[src/rtl/ais_pkg.sv]
package ais_pkg;

    typedef enum logic [1:0] {
        RULE_T1        = 2'd0,
        RULE_E1_SINGLE = 2'd1,
        RULE_E1_PAIR   = 2'd2
    } ais_rule_e;

    typedef struct packed {
        logic ais;
        logic prev_quiet;
        logic prev_noisy;
    } rule_state_t;

endpackage

[src/rtl/ais_win_ctr.sv]
module ais_win_ctr #(
    parameter int T1_WIN = 386,
    parameter int E1_WIN = 512
) (
    input  logic clk,
    input  logic rst_n,
    input  logic bit_en,
    input  logic e1_sel,
    output logic win_end
);
    localparam int MAX_WIN = (T1_WIN > E1_WIN) ? T1_WIN : E1_WIN;
    localparam int CW      = $clog2(MAX_WIN + 1);

    logic [CW-1:0] pos_d, pos_q;
    logic [CW-1:0] last_idx;

    always_comb begin
        last_idx = e1_sel ? CW'(E1_WIN - 1) : CW'(T1_WIN - 1);
        win_end  = bit_en && (pos_q >= last_idx);
        pos_d    = pos_q;
        if (bit_en) begin
            pos_d = win_end ? '0 : pos_q + 1'b1;
        end
    end

    always_ff @(posedge clk) begin
        if (!rst_n) pos_q <= '0;
        else        pos_q <= pos_d;
    end

endmodule

[src/rtl/ais_zero_acc.sv]
module ais_zero_acc #(
    parameter int ZERO_LIMIT = 2
) (
    input  logic clk,
    input  logic rst_n,
    input  logic bit_en,
    input  logic bit_in,
    input  logic win_end,
    output logic quiet
);
    localparam int ZW  = $clog2(ZERO_LIMIT + 2);
    localparam int SAT = ZERO_LIMIT + 1;

    logic [ZW-1:0] zc_d, zc_q;
    logic [ZW-1:0] total;

    always_comb begin
        total = zc_q;
        if (!bit_in && (zc_q != ZW'(SAT))) begin
            total = zc_q + 1'b1;
        end
        quiet = (total <= ZW'(ZERO_LIMIT));
        zc_d  = zc_q;
        if (bit_en) begin
            zc_d = win_end ? '0 : total;
        end
    end

    always_ff @(posedge clk) begin
        if (!rst_n) zc_q <= '0;
        else        zc_q <= zc_d;
    end

endmodule

[src/rtl/ais_rule_eval.sv]
module ais_rule_eval
    import ais_pkg::*;
(
    input  logic      clk,
    input  logic      rst_n,
    input  ais_rule_e rule,
    input  logic      win_end,
    input  logic      quiet,
    input  logic      lof,
    input  logic      frame_found,
    output logic      ais
);
    rule_state_t st_d, st_q;

    always_comb begin
        st_d = st_q;
        if (win_end) begin
            unique case (rule)
                RULE_T1: begin
                    if (quiet && st_q.prev_quiet && lof) st_d.ais = 1'b1;
                    else if (!quiet)                     st_d.ais = 1'b0;
                end
                RULE_E1_SINGLE: begin
                    if (quiet && lof) st_d.ais = 1'b1;
                    else if (!quiet)  st_d.ais = 1'b0;
                end
                RULE_E1_PAIR: begin
                    if (quiet && st_q.prev_quiet)        st_d.ais = 1'b1;
                    else if (!quiet && st_q.prev_noisy)  st_d.ais = 1'b0;
                end
                default: st_d.ais = st_q.ais;
            endcase
            st_d.prev_quiet = quiet;
            st_d.prev_noisy = !quiet;
        end
        if ((rule == RULE_E1_PAIR) && frame_found) begin
            st_d.ais = 1'b0;
        end
    end

    always_ff @(posedge clk) begin
        if (!rst_n) st_q <= '0;
        else        st_q <= st_d;
    end

    assign ais = st_q.ais;

endmodule

[src/rtl/ais_detector.sv]
module ais_detector
    import ais_pkg::*;
#(
    parameter int T1_WIN     = 386,
    parameter int E1_WIN     = 512,
    parameter int ZERO_LIMIT = 2
) (
    input  logic clk,
    input  logic rst_n,
    input  logic bit_in,
    input  logic bit_en,
    input  logic lof,
    input  logic frame_found,
    input  logic std_sel,
    input  logic e1_rule,
    output logic ais
);
    ais_rule_e rule;
    logic      win_end;
    logic      quiet;
    logic      pair_mode;

    always_comb begin
        if (!std_sel)     rule = RULE_T1;
        else if (e1_rule) rule = RULE_E1_PAIR;
        else              rule = RULE_E1_SINGLE;
    end

    assign pair_mode = (rule == RULE_E1_PAIR);

    ais_win_ctr #(.T1_WIN(T1_WIN), .E1_WIN(E1_WIN)) u_win (
        .clk     (clk),
        .rst_n   (rst_n),
        .bit_en  (bit_en),
        .e1_sel  (std_sel),
        .win_end (win_end)
    );

    ais_zero_acc #(.ZERO_LIMIT(ZERO_LIMIT)) u_zero (
        .clk     (clk),
        .rst_n   (rst_n),
        .bit_en  (bit_en),
        .bit_in  (bit_in),
        .win_end (win_end),
        .quiet   (quiet)
    );

    ais_rule_eval u_rule (
        .clk         (clk),
        .rst_n       (rst_n),
        .rule        (rule),
        .win_end     (win_end),
        .quiet       (quiet),
        .lof         (lof),
        .frame_found (frame_found),
        .ais         (ais)
    );

endmodule

[config.mk]
export PLATFORM = sky130hd
export DESIGN_NAME = ais_detector
export DESIGN_NICKNAME = d
export VERILOG_FILES = /design/src/rtl/ais_pkg.sv /design/src/rtl/ais_win_ctr.sv /design/src/rtl/ais_zero_acc.sv /design/src/rtl/ais_rule_eval.sv /design/src/rtl/ais_detector.sv
export SDC_FILE = /design/constraint.sdc
export NUM_CORES = 1
export LEC_CHECK = 0
export BUFFER_PORTS_ARGS = -buffer_cell sky130_fd_sc_hd__buf_2
export CORE_UTILIZATION = 35
export CTS_BUF_LIST = sky130_fd_sc_hd__clkbuf_4
export CTS_CLUSTER_DIAMETER = 50
export DETAILED_ROUTE_END_ITERATION = 12
export PLACE_DENSITY = 0.64
export SYNTH_ARGS = -nofsm -noshare
export SYNTH_HDL_FRONTEND = slang
export SYNTH_SLANG_ARGS = --single-unit
[constraint.sdc]
create_clock -name clk -period 1.5 [get_ports clk]
set_input_delay 0.075 -clock clk [delete_from_list [all_inputs] [get_ports clk]]
set_output_delay 0.075 -clock clk [all_outputs]
set_load 0.005 [all_outputs]
* Yosys cells after proc, flatten, opt, wreduce, memory -nomap -nowiden
Index checks and enable logic that the tools add are counted.
** Word-level totals
- Output and inout bits :: 1
- Word-level logic and storage cells :: 39
- Input port bits :: 8
- Register bits :: 15
** Cells by class
- Bitwise gates (word level) :: 1
- Add/subtract/negate cells :: 2
- Reduce and logical (&&, ||, !) cells :: 13
- Equal/unequal tests :: 4
- Multiplexer cells :: 12
- Magnitude comparators :: 2
** Operator list (number)
- adder 10 x 1 -> 10 bit, second input constant :: 1
- greater-or-equal comparator 10 bit :: 1
- two-way mux 10 bit :: 1
- two-way mux 2 bit :: 4
- logical AND 1 bit :: 7
- two-way mux 7 bit :: 1
- two-way mux 1 bit :: 5
- != test 3 x 1 -> 1 bit, second input constant :: 1
- case mux 1 bit (3 select lines) :: 1
- AND reduction 3 bit :: 1
- nonzero test 3 bit :: 1
- adder 2 x 1 -> 2 bit, second input constant :: 1
- equality test 2 x 1 -> 1 bit, second input constant :: 1
- equality test 2 bit, second input constant :: 1
- less-or-equal comparator 2 bit, second input constant :: 1
- logical NOT 1 bit :: 2
- logical NOT 2 bit :: 1
- != test 2 bit, second input constant :: 1
- OR reduction 2 bit :: 1
- inverter 1 bit :: 1

* Longest topological paths before layout
- Depth in word-level cells :: 9
- Mapped depth :: 8
- Mapped depth without buffers :: 7

* By module
A second synthesis with hierarchy kept.
** Unflattened totals
- Cells, all modules :: 106
- Area total of the unflattened synthesis :: 987.2 µm²
** Modules (own cells, without submodules)
- ais_win_ctr :: sequential area each 200.2 µm², cells an instance 74, instances 1, area each 684.4 µm²
- ais_rule_eval :: sequential area each 60.1 µm², cells an instance 16, instances 1, area each 155.1 µm²
- ais_zero_acc :: sequential area each 40.0 µm², cells an instance 14, instances 1, area each 131.4 µm²
- ais_detector :: sequential area each 0.0 µm², cells an instance 2, instances 1, area each 16.3 µm²

* Worst setup path before layout
Ideal clock, no wire load.
- Kind :: reg2reg
- Start point :: reg u_zero.zc_q[0]
- End point :: reg u_rule.st_q (netlist bit u_rule.ais)
- Stages on the path, launching flop included :: 7
- Buffers on the path :: 0
- Data required time :: 1.373 ns
- Arrival time :: 1.397 ns
- Clock period less this slack :: 1.524 ns
- Slack :: -0.024 ns
- Library setup time :: 0.127 ns
- Path through :: dfxtp_1 -> ha_1 -> nor3_1 -> a22oi_2 -> mux2i_1 -> a311oi_1 -> o22ai_1
** On the way
- Word-level cells in the longest chain between the ends :: 8
- Elaborated cells on any way between the ends :: 17
- Those cells by class :: add/sub (1); order compare (1); eq/ne (2); mux (6); reduce/logical (7)
** Ends and longest elaborated chain
- start, declared :: RTL line ais_zero_acc.sv:14 : logic [ZW-1:0] zc_d, zc_q;
- start signal, assigned :: RTL line ais_zero_acc.sv:31 : else zc_q <= zc_d;
- parallel branches: the longest is 2 deep, another holds adder 2 x 1 -> 2 bit
- two-way mux 2 bit (*) :: RTL line ais_zero_acc.sv:19 : if (!bit_in && (zc_q != ZW'(SAT))) begin
- less-or-equal comparator 2 bit (*) :: RTL line ais_zero_acc.sv:22 : quiet = (total <= ZW'(ZERO_LIMIT));
- logical NOT 1 bit / logical AND 1 bit (equally long branches)
- logical AND 1 bit (on tied branches) :: RTL line ais_rule_eval.sv:29, ais_rule_eval.sv:20
- != test 3 x 1 -> 1 bit (no line) / two-way mux 1 bit (equally long branches)
- AND reduction 3 bit (no line) / case mux 1 bit (3 select lines) (equally long branches)
- end signal, assigned :: RTL line ais_rule_eval.sv:43 : else st_q <= st_d;
- end, declared :: RTL line ais_rule_eval.sv:13 : rule_state_t st_d, st_q;
Every way passes the cells marked *.
A chain may end at the register's enable or synchronous reset.

* Final worst setup path
- Start point :: reg u_win.pos_q[2]
- End point :: reg u_rule.st_q[0] (netlist name)
** On the way
- Word-level cells in the longest chain between the ends :: 2
** Ends and longest elaborated chain
- start, declared :: RTL line ais_win_ctr.sv:14 : logic [CW-1:0] pos_d, pos_q;
- start signal, assigned :: RTL line ais_win_ctr.sv:28 : else pos_q <= pos_d;
- greater-or-equal comparator 10 bit :: RTL line ais_win_ctr.sv:19 : win_end = bit_en && (pos_q >= last_idx);
- logical AND 1 bit :: RTL line ais_win_ctr.sv:19
Every way passes these cells.

==> flow_metrics.py <==
metrics = {
    "placement": {
        "dp_hpwl_mm": 1.57,
        "io_buffers": 8,
        "gp_congestion": 0.722,
        "place_inst": 156,
    },
    "clocking": {
        "cts_tree": "built",
        "cts-buffers-inserted": 3,
        "path_clk_slew_ns": 0.09,
        "cts_root_buf": "clkbuf_4",
        "hold_buffers": 0,
        "insertion_delay_ns": 0.29,
        "htree_num_levels": 1,
        "cts_buffer_depth": 2,
        "clkSinkCount": 15,
    },
    "setup_path": {
        "r2r_slack_ns": -0.11,
        "cp_max_fo": 8,
        "cpLargestDelayFamily": "simple AND/OR/NAND/NOR gates",
        "rr_worst_depth": 6,
        "critPathSlowestCell": "dfxtp_2",
        "slowest_delay_ns": 0.35,
        "r2r-start": "u_win.pos_q[2]$_SDFFE_PN0P_",
        "crit_chain": "ha_4 > nand4_1 > o21ai_4 > o21ai_4 > nand3b_1 > and3_1",
        "required_ns": 1.70,
        "reg2reg_to": "u_rule.st_q[0]$_SDFFE_PN0P_",
        "start_kind": "flip-flop",
        "end_kind": "flip-flop",
        "path_buf_inv": 0,
        "arrival_ns": 1.81,
        "crit_type": "flip-flop to flip-flop",
        "cpMostUsedCell": "o21ai_4",
    },
    "sta": {
        "slew_violations": 0,
        "clock_skew_ns": 0.00727,
        "period_share_pct": 107,
        "layout_min_cycle_time_ns": 1.61,
        "setup_tns_ns": -0.630,
        "fmax_mhz": 621,
        "tightest_slew_ns": 0.472,
        "hold_violations": 0,
        "worst_slack_ns": -0.110,
        "final-setup-viol-count": 11,
        "relSlewSlack_pct": 68.5,
        "rsz0062_at_grt": "true",
    },
    "grt": {
        "antenna_found_initial": 0,
        "overflow": 0,
        "grt_util_all_layers_pct": 18.7,
        "grt_max_degree": 15,
        "grt_pass1_wl_mm": 3.77,
        "grt_pass1_vias": 888,
    },
    "drt": {
        "routed_wl_mm": 2.24,
        "vias_per_cell": 5.54,
        "route.vias.total": 898,
        "drc_errors": 0,
        "first_iter_violations": 22,
        "drt_pass1_iterations": 4,
        "ant_nets": 0,
        "wl_per_cell_um": 13.8,
    },
    "floorplan": {
        "core_region_area_um2": 2450,
        "die_x_um": 52.9,
        "start_util_pct": 37.0,
        "fp.dieH_um": 52.9,
        "ios": 9,
        "die-area_um2": 2800,
        "fp-row-count": 18,
    },
    "power_and_ir_drop": {
        "switchingPower_mw": 0.212,
        "clockPowerShare_pct": 32.2,
        "p_leak_nw": 0.466,
        "p_per_area_nw_per_um2": 652,
        "power_frac_comb_pct": 15.9,
        "p_sw_share_pct": 26.5,
        "p_seq_share_pct": 51.9,
        "intPower_mw": 0.586,
        "ir_drop_mv": 0.501,
    },
    "synthesis": {
        "synthMuxAreaShare_pct": 1.10,
        "synthesis.instances": 109,
        "ys_ff_latch": 15,
        "synthSimpleGateAreaFrac_pct": 24.1,
        "ys_seq_area_share_pct": 33.1,
        "synthFlopType": "dfxtp_1",
        "synth_top_family_by_area": "simple AND/OR/NAND/NOR gates",
        "syn_area_um2": 908,
        "synth_edf_count": 0,
        "ys_types": 34,
        "avgSynthCellArea_um2": 8.33,
        "synth_compound_area_share_pct": 23.1,
        "synth_fp_nets": 125,
        "ys_warn_count": 0,
        "synth_fa_ha_area_share_pct": 11.0,
        "synth-xor-area-share_pct": 3.86,
        "async_reset_ff_share_pct": 0,
    },
    "worst_hold_path": {
        "hp-class": "input port to flip-flop",
        "worstHoldPathCells": 3,
        "min_to": "u_zero.zc_q[0]$_SDFFE_PN0P_",
        "min-delay-start": "bit_en",
    },
    "finish": {
        "layoutNonFillerInstCount": 162,
        "nets": 149,
        "multi_input_area_um2": 697,
        "register_area_um2": 307,
        "layout_commonest_cell": "nand2_1",
        "fin_util_pct": 49.8,
        "areaGrowthSynthToFinish_pct": 34.7,
        "drive_gt1_share_pct": 35.6,
        "fillers": 235,
        "num_antenna_cells": 0,
        "layout_common_cells": "nand2_1 (14), buf_4 (13), nand3_1 (10), dfxtp_1 (10), nor2_1 (9)",
    },
    "run": {
        "drv_cap": 0,
    },
    "run_status": {
        "run_status": "finished, violations left",
        "violations": "setup timing",
    },
}
worst max-delay path by stage:
stage	from	end	slack (ns)	cells after the start
6_report	u_win.pos_q[2]$_SDFFE_PN0P_	u_rule.st_q[0]$_SDFFE_PN0P_	-0.11	6
2_1_floorplan	u_win.pos_q[1]$_SDFFE_PN0P_	u_win.pos_q[3]$_SDFFE_PN0P_	0.01	7
3_5_place_dp	std_sel	u_rule.ais$_SDFFE_PP0P_	-0.21	8
3_3_place_gp	std_sel	u_rule.ais$_SDFFE_PP0P_	-0.12	8
4_1_cts	u_win.pos_q[5]$_SDFFE_PN0P_	u_rule.st_q[0]$_SDFFE_PN0P_	-0.09	6
5_1_grt	u_win.pos_q[5]$_SDFFE_PN0P_	u_rule.st_q[0]$_SDFFE_PN0P_	-0.19	6
synthesized netlist by cell type, types with 2 or more instances:
master / n / area share, %
a31oi_1: 2 / 1.4
o21ai_2: 2 / 1.9
nor3_1: 3 / 1.7
nand2_1: 14 / 5.8
dfxtp_1: 15 / 33
a21oi_1: 6 / 3.3
nand3_1: 10 / 5.5
inv_1: 4 / 1.7
o21ai_1: 3 / 1.7
nand4_1: 5 / 3.4
a21boi_1: 2 / 1.7
o2111ai_1: 2 / 1.9
xor2_1: 3 / 2.9
clkbuf_1: 2 / 0.83
nor2_1: 9 / 3.7
nand3b_1: 2 / 1.7
ha_1: 8 / 11
stage by stage:
stage	hold slack, ns	cell area, um^2	total power [mW]	worst slack [ns]
2_1_floorplan	0.222	913	0.484	0.0122
3_3_place_gp	0.414	1060	0.525	-0.122
3_5_place_dp	0.411	1060	0.532	-0.214
4_1_cts	0.0970	1200	0.800	-0.0944
5_1_grt	0.117	1220	0.838	-0.191
6_report	0.101	1220	0.797	-0.110
power groups by stage:
| stage | Sequential, mW | Clock (mW) | Combinational, mW |
|---|---|---|---|
| 3_5_place_dp | 0.422 | 0 | 0.110 |
| 5_1_grt | 0.415 | 0.284 | 0.140 |
| 3_3_place_gp | 0.422 | 0 | 0.104 |
| 4_1_cts | 0.413 | 0.266 | 0.121 |
| 6_report | 0.414 | 0.257 | 0.127 |
| 2_1_floorplan | 0.426 | 0 | 0.0578 |
registers in the layout (all words and copies together), names as in the netlist:
| register | flops |
|---|---|
| u_rule.ais | 1 |
| u_zero.zc_q | 2 |
| u_rule.st_q | 2 |
| u_win.pos_q | 10 |
final cells by class:
class                           count  share of cell area (%)
Multi-Input combinational cell     88                    57.0
Timing Repair Buffer               21                    11.2
Sequential cell                    15                    25.1
Inverter                            4                    1.23
Clock buffer                        4                    2.45
Tap cell                           30                    3.07
per-layer routing:
| metal | GRT usage, % | vias to the layer above | wire [um] |
|---|---|---|---|
| li1 | - | 448 | - |
| met1 | 20.0 | 432 | 973 |
| met2 | 33.3 | 12 | 1150 |
| met3 | 6.32 | 6 | 83 |
| met4 | 7.02 | 0 | 36 |
| met5 | 0 | - | 0 |
what timing repair did:
| item | CTS | global route |
|---|---|---|
| buffers inserted | 0 | 1 |
| setup endpoints to repair | 15 | 15 |
| pin swaps | 5 | 2 |
| gates cloned | 1 | 0 |
| resized for setup | 15 | 4 |
logic make-up (layout without fill, tap and decap cells):
kind of cell / count (synthesis) / count (layout)
fa+ha+maj: 8 / 8
mux: 1 / 1
xor+xnor: 4 / 4
buf+inv: 7 / 29
simple gates: 46 / 46
compound gates: 28 / 29
flops: 15 / 15
worst min-delay path, stage by stage:
cell and delay, ns:
buf_2 0.14, nand4_1 0.07, nand3_1 0.06
No activity file was read; power rests on OpenSTA's default activity.
